## src/rtl/msi_cap_pkg.sv

```systemverilog
`timescale 1ns/1ps
package msi_cap_pkg;
  localparam logic [11:0] TGT_LO_OFS   = 12'h820;
  localparam logic [11:0] TGT_HI_OFS   = 12'h824;
  localparam logic [11:0] GRP_BASE_OFS = 12'h828;
  localparam int GRP_STRIDE  = 12;
  localparam int VEC_PER_GRP = 32;
  localparam int GRP_IDX_W   = 8;

  typedef enum logic [2:0] {
    SEL_NONE, SEL_TGT_LO, SEL_TGT_HI, SEL_ENABLE, SEL_MASK, SEL_STATUS
  } regSel_e;

  // strobes handed from the decoder to the datapath
  typedef struct packed {
    logic                 wrStrobe;
    logic                 rdStrobe;
    regSel_e              sel;
    logic [GRP_IDX_W-1:0] grpIdx;
  } regCmd_t;
endpackage

```

## src/rtl/msi_cap_decode.sv

```systemverilog
`timescale 1ns/1ps
module msi_cap_decode
  import msi_cap_pkg::*;
#(
  parameter int NUM_GROUPS = 8,
  parameter int ADDR_W     = 12
) (
  input  logic              clk,
  input  logic              rstN,
  input  logic              regWrEn,
  input  logic              regRdEn,
  input  logic [ADDR_W-1:0] regAddr,
  output regCmd_t           cmd,
  output logic              regErr
);
  logic badAlign;
  logic errQ;

  assign badAlign = (regAddr[1:0] != 2'b00);

  always_comb begin
    cmd          = '0;
    cmd.sel      = SEL_NONE;
    cmd.wrStrobe = regWrEn & ~badAlign;
    cmd.rdStrobe = regRdEn;
    if (!badAlign) begin
      if (regAddr == ADDR_W'(TGT_LO_OFS)) cmd.sel = SEL_TGT_LO;
      if (regAddr == ADDR_W'(TGT_HI_OFS)) cmd.sel = SEL_TGT_HI;
      for (int g = 0; g < NUM_GROUPS; g++) begin
        if (regAddr == ADDR_W'(int'(GRP_BASE_OFS) + g*GRP_STRIDE)) begin
          cmd.sel = SEL_ENABLE; cmd.grpIdx = GRP_IDX_W'(g);
        end
        if (regAddr == ADDR_W'(int'(GRP_BASE_OFS) + g*GRP_STRIDE + 4)) begin
          cmd.sel = SEL_MASK; cmd.grpIdx = GRP_IDX_W'(g);
        end
        if (regAddr == ADDR_W'(int'(GRP_BASE_OFS) + g*GRP_STRIDE + 8)) begin
          cmd.sel = SEL_STATUS; cmd.grpIdx = GRP_IDX_W'(g);
        end
      end
    end
  end

  always_ff @(posedge clk or negedge rstN) begin
    if (!rstN) errQ <= 1'b0;
    else       errQ <= (regWrEn | regRdEn) & badAlign;
  end

  assign regErr = errQ;
endmodule

```

## src/rtl/msi_cap_datapath.sv

```systemverilog
`timescale 1ns/1ps
module msi_cap_datapath
  import msi_cap_pkg::*;
#(
  parameter int NUM_GROUPS = 8,
  localparam int NUM_VEC   = NUM_GROUPS * VEC_PER_GRP,
  localparam int VEC_W     = $clog2(NUM_VEC)
) (
  input  logic               clk,
  input  logic               rstN,
  input  regCmd_t            cmd,
  input  logic [31:0]        regWrData,
  output logic [31:0]        regRdData,
  input  logic               msiValid,
  input  logic [63:0]        msiAddr,
  input  logic [31:0]        msiData,
  output logic [NUM_VEC-1:0] enableVec,
  output logic [NUM_VEC-1:0] maskVec,
  output logic [NUM_VEC-1:0] statusVec,
  output logic               msiIrq
);
  logic [63:0]        targetQ;
  logic [NUM_VEC-1:0] enableQ, maskQ, statusQ;
  logic [NUM_VEC-1:0] enableD, maskD, statusD;
  logic [NUM_VEC-1:0] setVec, clrVec;
  logic [31:0]        rdMux, rdQ;
  logic               vecHit;
  logic [VEC_W-1:0]   vecNum;
  logic               unusedDataBits;

  assign vecNum         = msiData[VEC_W-1:0];
  assign unusedDataBits = ^msiData[31:VEC_W];
  assign vecHit         = msiValid && (msiAddr == targetQ);
  assign setVec         = vecHit ? ((NUM_VEC'(1) << vecNum) & enableQ) : '0;

  always_comb begin
    enableD = enableQ;
    maskD   = maskQ;
    clrVec  = '0;
    for (int g = 0; g < NUM_GROUPS; g++) begin
      if (cmd.wrStrobe && cmd.grpIdx == GRP_IDX_W'(g)) begin
        if (cmd.sel == SEL_ENABLE) enableD[g*VEC_PER_GRP +: VEC_PER_GRP] = regWrData;
        if (cmd.sel == SEL_MASK)   maskD[g*VEC_PER_GRP +: VEC_PER_GRP]   = regWrData;
        if (cmd.sel == SEL_STATUS) clrVec[g*VEC_PER_GRP +: VEC_PER_GRP]  = regWrData;
      end
    end
    // a new event overrides an acknowledge of the same bit
    statusD = (statusQ & ~clrVec) | setVec;
  end

  always_comb begin
    rdMux = '0;
    case (cmd.sel)
      SEL_TGT_LO: rdMux = targetQ[31:0];
      SEL_TGT_HI: rdMux = targetQ[63:32];
      SEL_ENABLE, SEL_MASK, SEL_STATUS: begin
        for (int g = 0; g < NUM_GROUPS; g++) begin
          if (cmd.grpIdx == GRP_IDX_W'(g)) begin
            if (cmd.sel == SEL_ENABLE) rdMux = enableQ[g*VEC_PER_GRP +: VEC_PER_GRP];
            if (cmd.sel == SEL_MASK)   rdMux = maskQ[g*VEC_PER_GRP +: VEC_PER_GRP];
            if (cmd.sel == SEL_STATUS) rdMux = statusQ[g*VEC_PER_GRP +: VEC_PER_GRP];
          end
        end
      end
      default: rdMux = '0;
    endcase
  end

  always_ff @(posedge clk or negedge rstN) begin
    if (!rstN) begin
      targetQ <= '0;
      enableQ <= '0;
      maskQ   <= '0;
      statusQ <= '0;
      rdQ     <= '0;
    end else begin
      if (cmd.wrStrobe && cmd.sel == SEL_TGT_LO) targetQ[31:0]  <= regWrData;
      if (cmd.wrStrobe && cmd.sel == SEL_TGT_HI) targetQ[63:32] <= regWrData;
      enableQ <= enableD;
      maskQ   <= maskD;
      statusQ <= statusD;
      rdQ     <= cmd.rdStrobe ? rdMux : 32'h0;
    end
  end

  assign regRdData = rdQ;
  assign enableVec = enableQ;
  assign maskVec   = maskQ;
  assign statusVec = statusQ;
  assign msiIrq    = |(statusQ & ~maskQ);
endmodule

```

## src/rtl/msi_capture_unit.sv

```systemverilog
`timescale 1ns/1ps
module msi_capture_unit
  import msi_cap_pkg::*;
#(
  parameter int NUM_GROUPS = 8,
  parameter int ADDR_W     = 12,
  localparam int NUM_VEC   = NUM_GROUPS * VEC_PER_GRP
) (
  input  logic              clk,
  input  logic              rstN,
  input  logic              regWrEn,
  input  logic              regRdEn,
  input  logic [ADDR_W-1:0] regAddr,
  input  logic [31:0]       regWrData,
  output logic [31:0]       regRdData,
  output logic              regErr,
  input  logic              msiValid,
  input  logic [63:0]       msiAddr,
  input  logic [31:0]       msiData,
  output logic              msiIrq
);
  regCmd_t            cmd;
  logic [NUM_VEC-1:0] enableVec, maskVec, statusVec;

  msi_cap_decode #(.NUM_GROUPS(NUM_GROUPS), .ADDR_W(ADDR_W)) decode_i (
    .clk(clk), .rstN(rstN), .regWrEn(regWrEn), .regRdEn(regRdEn),
    .regAddr(regAddr), .cmd(cmd), .regErr(regErr)
  );

  msi_cap_datapath #(.NUM_GROUPS(NUM_GROUPS)) datapath_i (
    .clk(clk), .rstN(rstN), .cmd(cmd), .regWrData(regWrData),
    .regRdData(regRdData), .msiValid(msiValid), .msiAddr(msiAddr),
    .msiData(msiData), .enableVec(enableVec), .maskVec(maskVec),
    .statusVec(statusVec), .msiIrq(msiIrq)
  );
endmodule

```

## config.mk

```make
export PLATFORM = sky130hd
export DESIGN_NAME = msi_capture_unit
export DESIGN_NICKNAME = d
export VERILOG_FILES = /design/src/rtl/msi_cap_pkg.sv /design/src/rtl/msi_cap_decode.sv /design/src/rtl/msi_cap_datapath.sv /design/src/rtl/msi_capture_unit.sv
export SDC_FILE = /design/constraint.sdc
export NUM_CORES = 2
export LEC_CHECK = 0
export BUFFER_PORTS_ARGS = -buffer_cell sky130_fd_sc_hd__buf_2
export CAP_MARGIN = 20
export CORE_MARGIN = 4
export CORE_UTILIZATION = 40
export DETAILED_ROUTE_END_ITERATION = 16
export MAX_ROUTING_LAYER = met4
export SYNTH_ARGS = -nofsm -noshare
export SYNTH_HDL_FRONTEND = slang
export SYNTH_SLANG_ARGS = --single-unit
```

## constraint.sdc

```tcl
create_clock -name clk -period 5.5 [get_ports clk]
set_input_delay 0.275 -clock clk [delete_from_list [all_inputs] [get_ports clk]]
set_output_delay 0.275 -clock clk [all_outputs]
set_load 0.02 [all_outputs]
```

Word level (Yosys, flattened, before mapping)

Index checks and enable logic that the tools add are counted.

Register bits after elaboration: 865
Input bits: 145
Output and inout bits: 34

Equal/unequal tests: 39
Shift operators: 1
Multiplexer cells: 73
Bitwise logic cells: 10
Reduce and logical (&&, ||, !) cells: 31

Operators by type and width:

| operator              | count |
|---|---|
| $mux 32               | 44 |
| $and 256x256->256     | 3 |
| $not 256->256         | 2 |
| $eq 12x12->1 const B  | 26 |
| $mux 11               | 24 |
| $mux 256              | 1 |
| $or 256x256->256      | 1 |
| $reduce_or 256->1     | 1 |
| $shl 1x8->256 const A | 1 |
| $pmux 32 s3           | 1 |
| $eq 64x64->1          | 1 |
| $eq 8x3->1 const B    | 4 |
| $reduce_and 2->1      | 16 |
| $eq 8x2->1 const B    | 2 |
| $logic_and 1x1->1     | 11 |
| $mux 10               | 1 |
| $eq 8x1->1 const B    | 1 |
| $logic_not 8->1       | 1 |
| $eq 3x2->1 const B    | 2 |
| $eq 3x3->1 const B    | 2 |
| $eq 3x1->1 const B    | 1 |
| $reduce_or 3->1       | 1 |
| $and 1x1->1           | 2 |
| $mux 2                | 1 |
| 4 further kinds       | 4 |

Logic depth before layout (Yosys ltp)

Depth after elaboration: 65
Depth in mapped cells: 16
Gate-level depth less buffers: 10

Cells and area by module

From an unflattened synthesis, not the netlist that was laid out.

Cells, all modules: 4511
Area total of the unflattened synthesis: 44103.5 sq um

By module, submodules not included:

| module           | instances | cells an instance | area an instance (sq um) |
|---|---|---|---|
| msi_cap_datapath | 1         | 4436              | 43625.6 |
| msi_cap_decode   | 1         | 75                | 478.0 |

Least setup slack after synthesis

Ideal clock, no wire load.

Path kind: input to register
Start point: input regAddr[9]
End point: register datapath_i.enableQ[193], in the netlist datapath_i.enableVec[193]
Arrival: 2652 ps
Path slack: 2723 ps
Cell stages on the path: 9
Buffers on the path: 3
Cell sequence: nor4b_2 -> nand2_1 -> buf_4 -> buf_4 -> nor4_2 -> nand2_1 -> nor2_2 -> buf_4 -> mux2_2

Word-level cells in the longest chain between the ends: 30
Elaborated cells on any way between the ends: 57

RTL lines:

| element                               | RTL line               | source |
|---|---|---|
| start, declared                       | msi_capture_unit.sv:13 | `input logic [ADDR_W-1:0] regAddr,` |
| $eq 12x12->1                          | msi_cap_decode.sv:27   | `if (regAddr == ADDR_W'(TGT_LO_OFS)) cmd.sel = SEL_TGT_LO;` |
| $mux 1                                | msi_cap_decode.sv:27   |  |
| $mux 2                                | msi_cap_decode.sv:28   | `if (regAddr == ADDR_W'(TGT_HI_OFS)) cmd.sel = SEL_TGT_HI;` |
| $mux 10                               | msi_cap_decode.sv:30   | `if (regAddr == ADDR_W'(int'(GRP_BASE_OFS) + g*GRP_STRIDE)) begin` |
| $mux 11                               | msi_cap_decode.sv:33   | `if (regAddr == ADDR_W'(int'(GRP_BASE_OFS) + g*GRP_STRIDE + 4)) begin` |
| $mux 11                               | msi_cap_decode.sv:36   | `if (regAddr == ADDR_W'(int'(GRP_BASE_OFS) + g*GRP_STRIDE + 8)) begin` |
| $mux 11                               | msi_cap_decode.sv:30   |  |
| $mux 11                               | msi_cap_decode.sv:33   |  |
| [... 14 more ...]                     | --                     |  |
| $mux 11                               | msi_cap_decode.sv:33   |  |
| $mux 11                               | msi_cap_decode.sv:36   |  |
| $mux 11                               | msi_cap_decode.sv:30   |  |
| $mux 11                               | msi_cap_decode.sv:33   |  |
| $mux 11 (*)                           | msi_cap_decode.sv:36   |  |
| $mux 11 (*)                           | msi_cap_decode.sv:26   | `if (!badAlign) begin` |
| $eq 3x2->1                            | msi_cap_datapath.sv:42 | `if (cmd.sel == SEL_ENABLE) enableD[g*VEC_PER_GRP +: VEC_PER_GRP] = regWrData;` |
| $reduce_and 2->1 (no source line) (*) | --                     |  |
| end signal, assigned                  | msi_cap_datapath.sv:79 | `enableQ <= enableD;` |
| end, declared                         | msi_cap_datapath.sv:23 | `logic [NUM_VEC-1:0] enableQ, maskQ, statusQ;` |

Every way passes the cells marked *; elsewhere a longest branch is shown, timed or not.
A chain may end at the register's enable or synchronous reset.

Final worst setup path

Start point: register datapath_i.statusQ[27], in the netlist datapath_i.statusVec[27]
End point: output msiIrq

Word-level cells in the longest chain between the ends: 2

RTL lines:

| element                | RTL line               | source |
|---|---|---|
| start, declared        | msi_cap_datapath.sv:23 |  |
| start signal, assigned | msi_cap_datapath.sv:81 | `statusQ <= statusD;` |
| $and 256x256->256      | msi_cap_datapath.sv:90 | `assign msiIrq = \|(statusQ & ~maskQ);` |
| $reduce_or 256->1      | msi_cap_datapath.sv:90 |  |
| end, declared          | msi_capture_unit.sv:20 | `output logic msiIrq` |

No other way between the ends.

==> metrics.txt <==
GPL Wtd Cong=~1.1; WP buf/inv=2; Inserted Clock Buffers=97; unrepaired setup endpoints after global routing=no; Crit Path Class=flip-flop to primary output; most frequent cell on the critical path=nand4_1; drt first-iter violations=between 7000 and 8000; average wire per standard cell=36.9 um; DRT antenna net count=0; vias in the first global route=about 40000; top layer in use=met4; xor/xnor share of the synthesized area=0.0101; sw frac=0.240; WL met3=approximately 37 mm; Logic pwr share=0.043; core area=around 110000 um2; fin crit share=0.820; FP Rows=122; Peak Freq=between 200 and 250 MHz; syn nets=just under 5000; commonest non-fill, non-tap cell in the layout=dfrtp_1; max cap viols=0; initial antenna violation count=26; #FFs+latches synth=865; # fillers=between 10000 and 15000; Root Driver=clkbuf_16; Slew Viols, Final=0; Post-CTS Resized=0; final hold vios=0; Synth Area in Simple Gates=0.0964; Worst Path Required=5.22 ns; CTS tree=built; fin area=just over 50000 um2; Nets=approximately 4900; IO Port Bufs=around 150; IO Pins=approximately 180; slew margin rel.=0.0474; later-pin clock latency in the skew report=0.70 ns; Netlist Area Pre-Place=45000 um2; area post-placement=about 48000 um2; first-pass GRT wire length=between 300 and 400 mm; Layout Skew=about 0.032 ns; asr flop ratio synth=1.00; DR vias=between 40000 and 50000; largest family of logic cells by synthesized area=compound AO/OA/AOI/OAI gates; Setup TNS=0 ns; metal2 WL=just over 90 mm; endpoints failing setup=0; P&R area growth vs syn=13.7%; final cell count without fillers=between 6000 and 7000; number of flops mapped to enable cells by yosys=0; remaining global-route overflow=0; synth warn=0; mux cell area share after synthesis=0.150; crit path DAT=~4.2 ns; Compound-Gate Fraction of Synth Area=0.200; Worst-Margin Slew=around 1.4 ns; via/cell ratio=~6.8; Hold Crit Class=input pin to flip-flop; Synth Area in Adders=0; Setup Buffers After CTS=0; Clock Tree Buf Depth=3; register cell area after layout=approximately 22000 um2; initial core utilization=0.405; Detailed Place HPWL=about 150 mm; CP Launch Type=flip-flop; Slowest-stage cell, CP=a221oi_1; share of cells above drive strength 1=0.227; worst hold slack=0.0409 ns; final wirelength=between 200 and 250 mm; Pint=between 10000 and 15000 uW; Post-synth top flop=dfrtp_1; Synth Area per Inst=roughly 9.6 um2; Top delay family on crit path=simple AND/OR/NAND/NOR gates; overall fraction of global-route tracks in use=0.399; cells along the critical path=inv_1 -> o22ai_1 -> a221oi_1 -> nand4_1 -> nor4_1 -> nand4_1 -> buf_2; register area share after synthesis=0.481; Setup crit end kind=primary output; P_leak=around 0.022 uW; Metal-1 WL=a little over 80 mm; CP max FO=3; PD cells=about 270 nW/um2; total power=13800 uW; status=finished clean; Post-CTS Hold Buffers=3; placed cells=just over 6000; Seq pwr share=0.463; most frequent cells in the layout=865 x dfrtp_1, 724 x o21ai_0, 698 x nand2_1; Min Clock Period, post-route=~4.5 ns; clock slew at reported path FFs=about 0.06 ns; DIE AREA=~120000 um2; largest net degree at the start of global routing=168; sw power=around 3300 uW; first-pass detailed-route iteration total=7; Worst VDD drop=0.255 mV; CTS H-tree depth=3; slowest stage delay, CP=between 0.7 and 0.8 ns; Synth Instances=4688; DRC=0; Cell variety after synth=85; clock group share of total power=0.494; die height=about 340 um; area of the multi-input gates=roughly 21000 um2; clock sinks=~870; Die Width=~340 um
## power by group through the flow
stage	logic, uW	clock network [uW]	registers (uW)
final	592	6820	6390
after global routing	607	7060	6380
after CTS	566	6800	6390
after detailed placement	564	0	6500
after global placement	561	0	6500
after floorplan	193	0	6500
## cell type report
cell class,instances,share of cell area
Antenna cell,43,0.00210
Sequential cell,865,0.423
Clock inverter,31,0.00788
Timing Repair Buffer,314,0.0465
Multi-Input combinational cell,3184,0.407
Inverter,275,0.0202
Clock buffer,143,0.0564
Tap cell,1488,0.0364
## cell usage after synthesis, drive strengths merged, types with 4 or more instances
library cell  instances  area, um2
a2111o                4       45.0
a2111oi              22        257
a211oi               27        203
a21o                  5       37.5
a21oi               291       1470
a221o                17        170
a221oi               88        771
a222oi                6       60.1
a22oi                15        113
a2bb2oi               5       43.8
a311oi                4       35.0
a31oi                37        238
a32oi                 4       35.0
and2                 10       62.6
and3                  4       25.0
buf                 205       1160
clkbuf              159        597
dfrtp               865      21600
inv                 273       1020
mux2                564       6350
mux2i                39        390
nand2               704       2660
nand2b                9       56.3
nand3                45        225
nand4                29        181
nor2                142        583
nor2b                 7       43.8
nor3                 22        110
nor3b                 4       30.0
nor4                 30        221
o211ai               61        458
o21ai               737       3690
o221a                 6       67.6
o221ai               38        333
o22ai               102        638
o2bb2ai               7       61.3
xnor2                37        324
xor2                 15        131
## metrics by stage
step | worst slack, ns | utilization
finish | 0.989 | 0.460
global route | 0.925 | 0.460
detailed placement | 0.980 | 0.429
floorplan | 2.72 | -
CTS | 1.23 | 0.459
global placement | 0.998 | 0.428
## flip-flops by register name, summed over array words and instances, names as in the netlist
| register | cells |
|---|---|
| datapath_i.enableVec | 256 |
| datapath_i.maskVec | 256 |
| datapath_i.statusVec | 256 |
| datapath_i.targetQ | 64 |
| datapath_i.regRdData | 32 |
| decode_i.regErr | 1 |
## logic make-up (layout without fill, tap and decap cells)
family | after synthesis | after routing
flip-flops | 865 | 865
buffers and inverters | 639 | 763
AO/OA/AOI/OAI | 1506 | 1506
multiplexers | 603 | 603
AND/OR/NAND/NOR | 1023 | 1023
other | 0 | 43
XOR/XNOR | 52 | 52
## routing by layer
metal | track usage | vias to the layer above
met5 | - | -
met4 | 0.298 | 0
met3 | 0.176 | 1163
met2 | 0.521 | 3924
met1 | 0.478 | 21400
li1 | - | 16900
## worst min-delay path: stages
cell,delay [ns]
buf_2,0.10
nor3b_1,0.08
nand2_1,0.14
o21ai_0,0.10
## worst paths after layout
check	start	to	slack (ns)	cells past startpoint
worst min-delay path	msiData[6]	datapath_i.statusVec[53]	0.04	4
worst min register to register	datapath_i.maskVec[104]	datapath_i.maskVec[104]	0.49	1
worst max-delay path	datapath_i.statusVec[27]	msiIrq	0.99	7
worst max register to register	datapath_i.targetQ[57]	datapath_i.statusVec[194]	1.33	10
min in group asynchronous	rstN	datapath_i.enableVec[72]	0.24	2
max in group asynchronous	rstN	datapath_i.maskVec[149]	3.73	3
Note: power is estimated with default switching activity, not from simulation.
